$ cat src/rtl/thresh_trigger_pkg.sv
package thresh_trigger_pkg;

    localparam int MODE_W = 3;

    typedef enum logic [MODE_W-1:0] {
        MODE_BELOW   = 3'd0,
        MODE_ABOVE   = 3'd1,
        MODE_INSIDE  = 3'd2,
        MODE_HYST_HI = 3'd3,
        MODE_HYST_LO = 3'd4
    } trig_mode_e;

    // Comparison flags of one sample against both thresholds
    typedef struct packed {
        logic lt_lo;
        logic gt_lo;
        logic lt_hi;
        logic gt_hi;
    } cmp_flags_t;

    // Per-sample decision request for the state register
    typedef struct packed {
        logic set;
        logic clr;
    } trig_req_t;

    function automatic logic mode_known(logic [MODE_W-1:0] m);
        return m <= MODE_HYST_LO;
    endfunction

    function automatic trig_req_t decide(trig_mode_e m, cmp_flags_t f);
        trig_req_t r;
        r = '{set: 1'b0, clr: 1'b0};
        case (m)
            MODE_BELOW:   begin r.set = f.lt_lo;           r.clr = ~f.lt_lo;              end
            MODE_ABOVE:   begin r.set = f.gt_hi;           r.clr = ~f.gt_hi;              end
            MODE_INSIDE:  begin r.set = f.gt_lo & f.lt_hi; r.clr = ~(f.gt_lo & f.lt_hi);  end
            MODE_HYST_HI: begin r.set = f.gt_hi;           r.clr = f.lt_lo;               end
            MODE_HYST_LO: begin r.set = f.lt_lo;           r.clr = f.gt_hi;               end
            default:      begin r.set = 1'b0;              r.clr = 1'b1;                  end
        endcase
        return r;
    endfunction

endpackage

$ cat src/rtl/trig_cfg_check.sv
module trig_cfg_check #(
    parameter int W = 12
) (
    input  logic         clk,
    input  logic         rst,
    input  logic [W-1:0] thr_lo,
    input  logic [W-1:0] thr_hi,
    output logic         cfg_bad,
    output logic         cfg_err_q
);
    // The pair is valid only when the lower bound is strictly below the upper one
    assign cfg_bad = (thr_lo >= thr_hi);

    always_ff @(posedge clk) begin
        if (rst) cfg_err_q <= 1'b0;
        else     cfg_err_q <= cfg_bad;
    end
endmodule

$ cat src/rtl/trig_eval.sv
module trig_eval
    import thresh_trigger_pkg::*;
#(
    parameter int W = 12
) (
    input  logic              clk,
    input  logic              rst,
    input  logic [W-1:0]      samp,
    input  logic              samp_valid,
    input  logic [W-1:0]      thr_lo,
    input  logic [W-1:0]      thr_hi,
    input  logic [MODE_W-1:0] mode,
    input  logic              gate_ok,
    output logic              hold_q
);
    cmp_flags_t flags;
    trig_req_t  req;
    trig_mode_e mode_e;

    assign mode_e = trig_mode_e'(mode);

    always_comb begin
        flags.lt_lo = samp < thr_lo;
        flags.gt_lo = samp > thr_lo;
        flags.lt_hi = samp < thr_hi;
        flags.gt_hi = samp > thr_hi;
        req         = decide(mode_e, flags);
    end

    always_ff @(posedge clk) begin
        if (rst || !gate_ok) begin
            hold_q <= 1'b0;
        end else if (samp_valid) begin
            if (req.set)      hold_q <= 1'b1;
            else if (req.clr) hold_q <= 1'b0;
        end
    end
endmodule

$ cat src/rtl/trig_out_stage.sv
module trig_out_stage (
    input  logic clk,
    input  logic rst,
    input  logic hold,
    input  logic gate_ok,
    output logic trig_level,
    output logic trig_pulse
);
    logic level_d;

    assign level_d = hold & gate_ok;

    always_ff @(posedge clk) begin
        if (rst) begin
            trig_level <= 1'b0;
            trig_pulse <= 1'b0;
        end else begin
            trig_level <= level_d;
            trig_pulse <= level_d & ~trig_level;
        end
    end
endmodule

$ cat src/rtl/thresh_trigger.sv
module thresh_trigger
    import thresh_trigger_pkg::*;
#(
    parameter int SAMPLE_W = 12
) (
    input  logic                clk,
    input  logic                rst,
    input  logic                enable,
    input  logic [2:0]          mode,
    input  logic [SAMPLE_W-1:0] thr_lo,
    input  logic [SAMPLE_W-1:0] thr_hi,
    input  logic [SAMPLE_W-1:0] samp,
    input  logic                samp_valid,
    output logic                trig_level,
    output logic                trig_pulse,
    output logic                cfg_err
);
    logic cfg_bad;
    logic gate_ok;
    logic hold;

    trig_cfg_check #(.W(SAMPLE_W)) cfg_i (
        .clk       (clk),
        .rst       (rst),
        .thr_lo    (thr_lo),
        .thr_hi    (thr_hi),
        .cfg_bad   (cfg_bad),
        .cfg_err_q (cfg_err)
    );

    assign gate_ok = enable & ~cfg_bad & mode_known(mode);

    trig_eval #(.W(SAMPLE_W)) eval_i (
        .clk        (clk),
        .rst        (rst),
        .samp       (samp),
        .samp_valid (samp_valid),
        .thr_lo     (thr_lo),
        .thr_hi     (thr_hi),
        .mode       (mode),
        .gate_ok    (gate_ok),
        .hold_q     (hold)
    );

    trig_out_stage out_i (
        .clk        (clk),
        .rst        (rst),
        .hold       (hold),
        .gate_ok    (gate_ok),
        .trig_level (trig_level),
        .trig_pulse (trig_pulse)
    );
endmodule

$ cat config.mk
export PLATFORM = sky130hd
export DESIGN_NAME = thresh_trigger
export DESIGN_NICKNAME = d
export VERILOG_FILES = /design/src/rtl/thresh_trigger_pkg.sv /design/src/rtl/trig_cfg_check.sv /design/src/rtl/trig_eval.sv /design/src/rtl/trig_out_stage.sv /design/src/rtl/thresh_trigger.sv
export SDC_FILE = /design/constraint.sdc
export NUM_CORES = 1
export LEC_CHECK = 0
export ABC_CLOCK_PERIOD_IN_PS = 1800
export CORE_ASPECT_RATIO = 1.25
export CORE_MARGIN = 2
export CORE_UTILIZATION = 55
export DETAILED_ROUTE_END_ITERATION = 12
export DONT_BUFFER_PORTS = 1
export PLACE_DENSITY = 0.84
export SLEW_MARGIN = 25
export SYNTH_ARGS = -nofsm -noshare
export SYNTH_HDL_FRONTEND = slang
export SYNTH_SLANG_ARGS = --single-unit
$ cat constraint.sdc
create_clock -name clk -period 1.8 [get_ports clk]
set_input_delay 0.09 -clock clk [delete_from_list [all_inputs] [get_ports clk]]
set_output_delay 0.09 -clock clk [all_outputs]
set_load 0.01 [all_outputs]
==> results.ini, run 1 <==
[run_status]
status=complete, no violations

[global_routing]
grt_pass1_vias=995
grt_max_degree=8
overflow=0
antenna_found_initial=0
grt_pass1_wl_um=3640
grt_use_total=0.208

[synth]
synth_mux_area_frac=0.0183
yosysWarnings=0
ys_ff_latch=4
syn_avg_cell_area_um2=7.74
syn-instance-count=141
synth_fp_nets=220
synth-xor-area-share=0
synth_fa_ha_area_frac=0.413
synth_top_family_by_area=adder cells
synth-compound-area-share=0.235
synth_edf_count=0
synthSimpleGateAreaFrac=0.171
synth_flop_cell=dfxtp_1
ys_seq_area_frac=0.0734
async_flop_share=0
ys_types=33
syn-cell-area_um2=1090

[cts]
cts_buffers=3
clockBufferDepth=2
cts_root_buf=clkbuf_4
clk_pin_slew_worst_paths_ns=0.04
clock_latency_ns=0.24
cts_tree=done
post_cts_resized=0
clock-sinks=4
htreeDepth=1
cts_hold_buffers=1
post_cts_buffers=0

[die]
start_util=0.570
fp-row-count=18
ioPinCount=46
dieArea_um2=2360
die_w_um=43.8
design.core.area_um2=1910
fp.dieH_um=53.8

[sta]
slew_violations=0
clock_skew_ns=0.000509
max_slew.worst_pin.slew_ns=0.394
hold_ws_ns=0.108
setup_ws_ns=0.183
relSlewSlack=0.735
finalSetupViolCount=0
rsz0062_at_grt=no
min_period_ns=1.62
min_period_over_period=0.898
fmax_mhz=619
hold_violations=0

[critical_path]
crit_arrival_ns=1.78
critPathLaunchType=input pin
criticalPathCategory=in -> reg
crit_fanout=3
worstPathRequired_ns=1.96
cp-end-kind=flip-flop

[power]
power.leakage_nw=0.648
p_sw_frac=0.365
p_per_area_nw_per_um2=377
peakVddDrop_mv=0.501
internal-power_mw=0.277
p_clk_frac=0.259
seq_power_share=0.216
p_comb_frac=0.525
p_switching_mw=0.159

[min_path]
hold_path_class=in -> reg

[finish]
final_util=0.604
antenna-diode-count=0
syn_to_final_growth_pct=5.96
nets=227
drive_gt1_frac=0.0685

[placed_design]
place_congestion=0.824
hpwl_um=2080
place_ws_ns=-0.0557
port_buffers=0

[route]
first_iter_violations=13
vias=999
routed_wl_um=2320
wl_per_cell_um=14.0
drc=0
vias_per_cell=6.02
drtPass1Iterations=4
postRouteAntennaNets=0

[job]
cap_violations=0

==> final cells by class <==
cell class	instances	area (µm²)
multi-input combinational	111	913
fill	167	758
inverter	26	97.6
sequential	4	80.1
tap	20	25.0
clock buffer	3	22.5
timing repair buffer	2	17.5
==> routing by layer <==
layer,vias up,part of all wire,global-route usage
li1,517,-,-
met1,443,0.39,0.204
met2,33,0.53,0.402
met3,6,0.055,0.0403
met4,0,0.023,0.111
met5,-,0,0
==> cells in the final DEF, fill, tap and decap left out, drive strengths merged, types with 2 or more instances in the layout <==
cell / count
o21ai: 6
nand2: 9
and3: 2
clkbuf: 3
nand3: 3
nand4: 4
a21oi: 16
nand2b: 2
mux2i: 2
nor2b: 4
ha: 36
nor3: 3
inv: 26
dfxtp: 4
nor2: 7
a21o: 3
==> critical path, cell delays in order <==
cell and delay, ns:
inv_1 0.04, ha_1 0.29, a21o_1 0.16, a211o_1 0.32, a2111oi_2 0.31, o31ai_1 0.18, a21oi_2 0.16, nand2_1 0.09
o2bb2ai_1 0.14
==> metrics by stage <==
stage,power [mW],TNS [ns],instances,instance area [µm²]
6_report,0.436,0,166,1160
5_1_grt,0.479,0,166,1160
4_1_cts,0.443,0,166,1160
3_5_place_dp,0.321,-0.0557,162,1120
3_3_place_gp,0.312,0,162,1120
2_1_floorplan,0.273,0,141,1090
==> flip-flops by register name, summed over array words and instances, names as in the netlist <==
| register | count |
|---|---|
| out_i.trig_level | 1 |
| cfg_i.cfg_err_q | 1 |
| out_i.trig_pulse | 1 |
| eval_i.hold_q | 1 |
==> power groups by stage <==
stage               registers, mW  clock network, mW  logic, mW
finish                     0.0941              0.113      0.229
global route               0.0941              0.123      0.262
CTS                        0.0940              0.120      0.229
detailed placement         0.0953                  0      0.226
global placement           0.0954                  0      0.216
floorplan                  0.0951                  0      0.178
==> cell families (layout without fill, tap and decap cells) <==
family / Yosys count / in the layout
buffers and inverters: 26 / 31
and+or+nand+nor: 36 / 36
muxes: 2 / 2
adders and majority gates: 36 / 36
AOI/OAI and AO/OA: 37 / 37
DFF: 4 / 4
==> synth_stat cells (2+ instances only) <==
cell type  count  share of area
nand4_1        4          0.023
nor2_1         7          0.024
a21oi_2        2          0.016
a21oi_1       14          0.064
ha_1          36           0.41
nand3_1        3          0.014
nor3_1         3          0.014
nor2b_1        4          0.023
a21o_1         3          0.021
nand2b_1       2          0.011
inv_1         26          0.089
mux2i_1        2          0.018
dfxtp_1        4          0.073
o21ai_0        4          0.018
nand2_1        9          0.031
==> worst paths after layout <==
kind / cells after the start / from / endpoint / slack (ns)
max: 9 / thr_hi[9] / eval_i.hold_q$_SDFFE_PP0P_ / 0.18
min: 2 / samp_valid / eval_i.hold_q$_SDFFE_PP0P_ / 0.11
max reg2reg: 2 / eval_i.hold_q$_SDFFE_PP0P_ / eval_i.hold_q$_SDFFE_PP0P_ / 1.22
min reg2reg: 2 / eval_i.hold_q$_SDFFE_PP0P_ / out_i.trig_level$_SDFF_PP0_ / 0.47
Power figures use the tool's default switching activity.
==> inputs of run 2 (changes only) <==
--- a/config.mk
+++ b/config.mk
@@ -5,13 +5,15 @@
 export SDC_FILE = /design/constraint.sdc
 export NUM_CORES = 1
 export LEC_CHECK = 0
-export ABC_CLOCK_PERIOD_IN_PS = 1800
+export ABC_AREA = 1
+export ABC_CLOCK_PERIOD_IN_PS = 1600
 export CORE_ASPECT_RATIO = 1.25
 export CORE_MARGIN = 2
 export CORE_UTILIZATION = 55
 export DETAILED_ROUTE_END_ITERATION = 12
 export DONT_BUFFER_PORTS = 1
-export PLACE_DENSITY = 0.84
+export PLACE_DENSITY = 0.81
+export SKIP_LAST_GASP = 1
 export SLEW_MARGIN = 25
 export SYNTH_ARGS = -nofsm -noshare
 export SYNTH_HDL_FRONTEND = slang
==> constraint.sdc (replaced) <==
create_clock -name clk -period 1.6 [get_ports clk]
set_input_delay 0.08 -clock clk [delete_from_list [all_inputs] [get_ports clk]]
set_output_delay 0.08 -clock clk [all_outputs]
set_load 0.01 [all_outputs]
==> results.ini, run 2 <==
[run_status]
status=complete, no violations

[finish]
fin_area_um2=1290
nets=279
final_cell_mix=nand2_1 (49), inv_1 (40), ha_1 (36)
layout.cells.non_filler=229
antenna-diode-count=0
drive_gt1_frac=0.0960
layout_commonest_cell=nand2_1
multi_input_area_um2=971
final_util=0.596
syn_to_final_growth_pct=5.00
fill_cells=213
regArea_um2=80.1

[global_routing]
overflow=0
grt_pass1_wl_um=4100
grt_max_degree=6
grt_use_total=0.203
antenna_found_initial=0
grt_pass1_vias=1124

[die]
dieArea_um2=2630
fp-row-count=19
die_w_um=46.3
design.core.area_um2=2160
fp.dieH_um=56.8
start_util=0.567
ioPinCount=46

[min_path]
min_path_cells=3
worstHoldEndpoint=cfg_i.cfg_err_q$_SDFF_PP0_
hold_path.startpoint=rst
hold_path_class=in -> reg

[synth]
yosysTopAreaCellShare=0.367
async_flop_share=0
yosysWarnings=0
synth_most_common_cell=nand2_1
synth_fp_nets=274
syn-instance-count=195
ys_types=22
ys_ff_latch=4
synth_edf_count=0
synth_top_cell_by_area=ha_1
synth_flop_cell=dfxtp_1
ys_seq_area_frac=0.0652
syn_avg_cell_area_um2=6.29
synthTopCellsByCount=nand2_1 (49), inv_1 (40), ha_1 (36)
synthTopCellsByArea=ha_1 (37%), nand2_1 (15%), inv_1 (12%)
syn-cell-area_um2=1230

[power]
power.leakage_nw=0.796
peakVddDrop_mv=0.250
p_per_area_nw_per_um2=392
p_total_mw=0.505

[placed_design]
place_ws_ns=0.151
hpwl_um=2290
place_inst=226
place_congestion=0.791
place_area_um2=1270
port_buffers=0

[critical_path]
timing.rr.start=eval_i.hold_q$_SDFFE_PP0P_
r2r_slack_ns=0.98
crit_fanout=2
crit_arrival_ns=1.37
critPathLaunchType=input pin
r2r_end=out_i.trig_pulse$_SDFF_PP0_
criticalPathCategory=in -> reg
reg2reg_depth=2
worstPathRequired_ns=1.77
cp-end-kind=flip-flop

[sta]
min_period_ns=1.20
hold_ws_ns=0.00581
fmax_mhz=833
finalSetupViolCount=0
max_slew.worst_pin.slew_ns=0.257
slew_violations=0
clock_skew_ns=0.000649
setup_ws_ns=0.399
hold_violations=0
rsz0062_at_grt=no
min_period_over_period=0.751
tns_ns=0
relSlewSlack=0.827

[cts]
clockBufferDepth=2
clk_pin_slew_worst_paths_ns=0.04
cts_tree=done
htreeDepth=1
cts_hold_buffers=0
post_cts_buffers=0
cts_buffers=3
cts_root_buf=clkbuf_4
clock-sinks=4
post_cts_resized=0
clock_latency_ns=0.24

[route]
drc=0
vias_per_cell=5.15
routed_wl_um=2430
first_iter_violations=28
postRouteAntennaNets=0
drtPass1Iterations=4
vias=1180
wl_per_cell_um=10.6

[job]
cap_violations=0

run 2: cell types whose count changed after synthesis, moves of 3 or more:
cell,change
nand2_1,+40
inv_1,+14
nor2_1,+6
inv_2,+5
nand3_1,+5
nor2b_1,-4
nand2_2,+3
run 2: cell families (layout without fill, tap and decap cells):
group | Yosys count | after routing | share of synthesized area
flip-flops | 4 | 4 | 0.0652
AO/OA/AOI/OAI | 20 | 20 | 0.0928
AND/OR/NAND/NOR | 88 | 88 | 0.331
buffers and inverters | 47 | 50 | 0.144
adder cells (fa/ha/maj) | 36 | 36 | 0.367
run 2: final cells by class:
class                           instances  share of cell area
Clock buffer                            3              0.0175
Sequential cell                         4              0.0621
Inverter                               47               0.137
Multi-Input combinational cell        144               0.753
Tap cell                               31              0.0301
run 2: layer usage:
| metal | track usage | vias up | wire, µm |
|---|---|---|---|
| met5 | 0 | - | 0 |
| met4 | 0.0571 | 0 | 17 |
| met3 | 0.0322 | 2 | 135 |
| met2 | 0.389 | 35 | 1330 |
| met1 | 0.209 | 516 | 944 |
| li1 | - | 627 | - |
run 2: worst max-delay path by stage:
stage,to,startpoint
2_1_floorplan,eval_i.hold_q$_SDFFE_PP0P_,thr_hi[11]
3_3_place_gp,eval_i.hold_q$_SDFFE_PP0P_,thr_hi[11]
3_5_place_dp,eval_i.hold_q$_SDFFE_PP0P_,thr_hi[11]
4_1_cts,eval_i.hold_q$_SDFFE_PP0P_,thr_hi[11]
5_1_grt,eval_i.hold_q$_SDFFE_PP0P_,thr_hi[11]
6_report,eval_i.hold_q$_SDFFE_PP0P_,thr_hi[11]
run 2: where the power goes:
part / total [mW] / internal (mW) / switching, mW
combinational: 0.274 / 0.115 / 0.159
clock: 0.126 / 0.0839 / 0.0421
sequential: 0.105 / 0.103 / 0.00219
run 2: worst max-delay path: stages:
cell	delay, ns
inv_1	0.04
ha_1	0.32
a21o_1	0.22
nor2_4	0.12
nand2_1	0.07
nor2_2	0.10
nand3_1	0.08
nand2_1	0.06
nand3_1	0.07
nand2_1	0.06
nand2_1	0.05
a21oi_2	0.10
==> inputs of run 3 (changes only) <==
--- a/config.mk
+++ b/config.mk
@@ -6,13 +6,13 @@
 export NUM_CORES = 1
 export LEC_CHECK = 0
 export ABC_AREA = 1
-export ABC_CLOCK_PERIOD_IN_PS = 1600
+export ABC_CLOCK_PERIOD_IN_PS = 1000
 export CORE_ASPECT_RATIO = 1.25
 export CORE_MARGIN = 2
 export CORE_UTILIZATION = 55
 export DETAILED_ROUTE_END_ITERATION = 12
 export DONT_BUFFER_PORTS = 1
-export PLACE_DENSITY = 0.81
+export PLACE_DENSITY = 0.84
 export SKIP_LAST_GASP = 1
 export SLEW_MARGIN = 25
 export SYNTH_ARGS = -nofsm -noshare
==> constraint.sdc (replaced) <==
create_clock -name clk -period 1 [get_ports clk]
set_input_delay 0.05 -clock clk [delete_from_list [all_inputs] [get_ports clk]]
set_output_delay 0.05 -clock clk [all_outputs]
set_load 0.01 [all_outputs]
==> results.ini, run 3 (synthesis results as in run 2) <==
[run_status]
status=finished with violations
violations=negative setup slack

[route]
first_iter_violations=35
vias=1314
postRouteAntennaNets=0
routed_wl_um=3430
drtPass1Iterations=5
drc=0
wl_per_cell_um=14.4
vias_per_cell=5.50

[critical_path]
cp-end-kind=flip-flop
slowest_delay_ns=0.22
critPathBufInv=1
criticalPathCategory=in -> reg
crit_fanout=2
crit_arrival_ns=1.35
crit_family=simple AND/OR/NAND/NOR gates
r2r_slack_ns=0.37
crit_path_top_delay_cell=ha_4
reg2reg_depth=2
cp.depth=15
worst_path_most_repeated_cell=nand2_1
critPathLaunchType=input pin
worstPathRequired_ns=1.18
cp_cell_sequence=inv_1 > ha_4 > nand2_1 > nand2_1 > nand2_1 > nand2_1 > nand2_2 > nand2_1 > nor2_2 > nand3_1 > nand2_1 > nand3_1 > nand2_1 > nand2_1 > a21oi_2

[cts]
clk_pin_slew_worst_paths_ns=0.04
clock_latency_ns=0.24
cts_tree=done
cts_root_buf=clkbuf_4
clockBufferDepth=2
cts_buffers=3
htreeDepth=1
clock-sinks=4

[placed_design]
place_inst=231
hpwl_um=2240
port_buffers=0
place_area_um2=1320
place_ws_ns=-0.401
place_congestion=0.786

[global_routing]
grt_use_total=0.227
grt_pass1_vias=1256
antenna_found_initial=0
grt_pass1_wl_um=4550
overflow=0
grt_max_degree=6

[finish]
nets=289
syn_to_final_growth_pct=37.0
final_cell_mix=nand2_1 (41), inv_1 (31), ha_1 (18)
layout.cells.non_filler=239
drive_gt1_frac=0.361
fin_area_um2=1680
antenna-diode-count=0
final_util=0.777
layout_commonest_cell=nand2_1

[power]
peakVddDrop_mv=0.846
p_clk_frac=0.196
p_switching_mw=0.437
power.leakage_nw=0.872
p_total_mw=1.05
p_sw_frac=0.414
internal-power_mw=0.618
p_per_area_nw_per_um2=627
p_comb_frac=0.645
seq_power_share=0.159

[die]
fp.dieH_um=56.8
start_util=0.567
design.core.area_um2=2160
die_w_um=46.3
fp-row-count=19
dieArea_um2=2630
ioPinCount=46

[sta]
finalSetupViolCount=4
clock_skew_ns=0.00534
max_slew.worst_pin.slew_ns=0.248
slew_violations=0
relSlewSlack=0.834
min_period_ns=1.18
rsz0062_at_grt=yes
hold_violations=0
setup_ws_ns=-0.178
fmax_mhz=849
min_period_over_period=1.18
tns_ns=-0.537
hold_ws_ns=0.0698

[min_path]
hold_path_class=in -> reg
min_path_cells=3

[job]
cap_violations=0

-- run 3: cell types whose count changed in the layout (fill, tap and decap cells not counted), sizes merged --
cell | before | now
dlygate4sd3 | 0 | 2
buf | 0 | 8
-- run 3: power by group through the flow --
stage | clock [mW] | sequential, mW | combinational [mW]
6_report | 0.206 | 0.168 | 0.681
5_1_grt | 0.229 | 0.168 | 0.759
4_1_cts | 0.210 | 0.168 | 0.539
3_5_place_dp | 0 | 0.170 | 0.475
3_3_place_gp | 0 | 0.170 | 0.460
2_1_floorplan | 0 | 0.170 | 0.364
-- run 3: what timing repair did --
item,CTS,global route
hold buffers,2,0
endpoints found under the setup margin,4,4
hold endpoints to repair,2,0
gates resized for setup,18,36
setup buffers,1,2
pin swaps,18,34
-- run 3: layout make-up --
class | instances | area, µm²
clock buffer | 3 | 22.5
fill | 146 | 482
inverter | 47 | 181
multi-input combinational | 144 | 1280
sequential | 4 | 80.1
tap | 31 | 38.8
timing repair buffer | 10 | 80.1
-- run 3: routing by layer --
layer,wire length (µm),share of wire,track usage,vias to the layer above
met2,1830,0.53,0.425,60
li1,-,-,-,651
met1,1190,0.35,0.237,582
met5,0,0,0,-
met3,210,0.061,0.0450,21
met4,201,0.059,0.0653,0
-- run 3: final timing paths --
kind                               startpoint                           to
setup reg to reg   eval_i.hold_q$_SDFFE_PP0P_  out_i.trig_pulse$_SDFF_PP0_
hold reg to reg   out_i.trig_level$_SDFF_PP0_  out_i.trig_pulse$_SDFF_PP0_
hold / removal                     samp_valid   eval_i.hold_q$_SDFFE_PP0P_
setup / recovery                    thr_hi[5]   eval_i.hold_q$_SDFFE_PP0P_
-- run 3: worst min-delay path: cells and delay by family --
family / cells / cell delay, ns
simple gates: 1 / 0.04
compound gates: 2 / 0.18
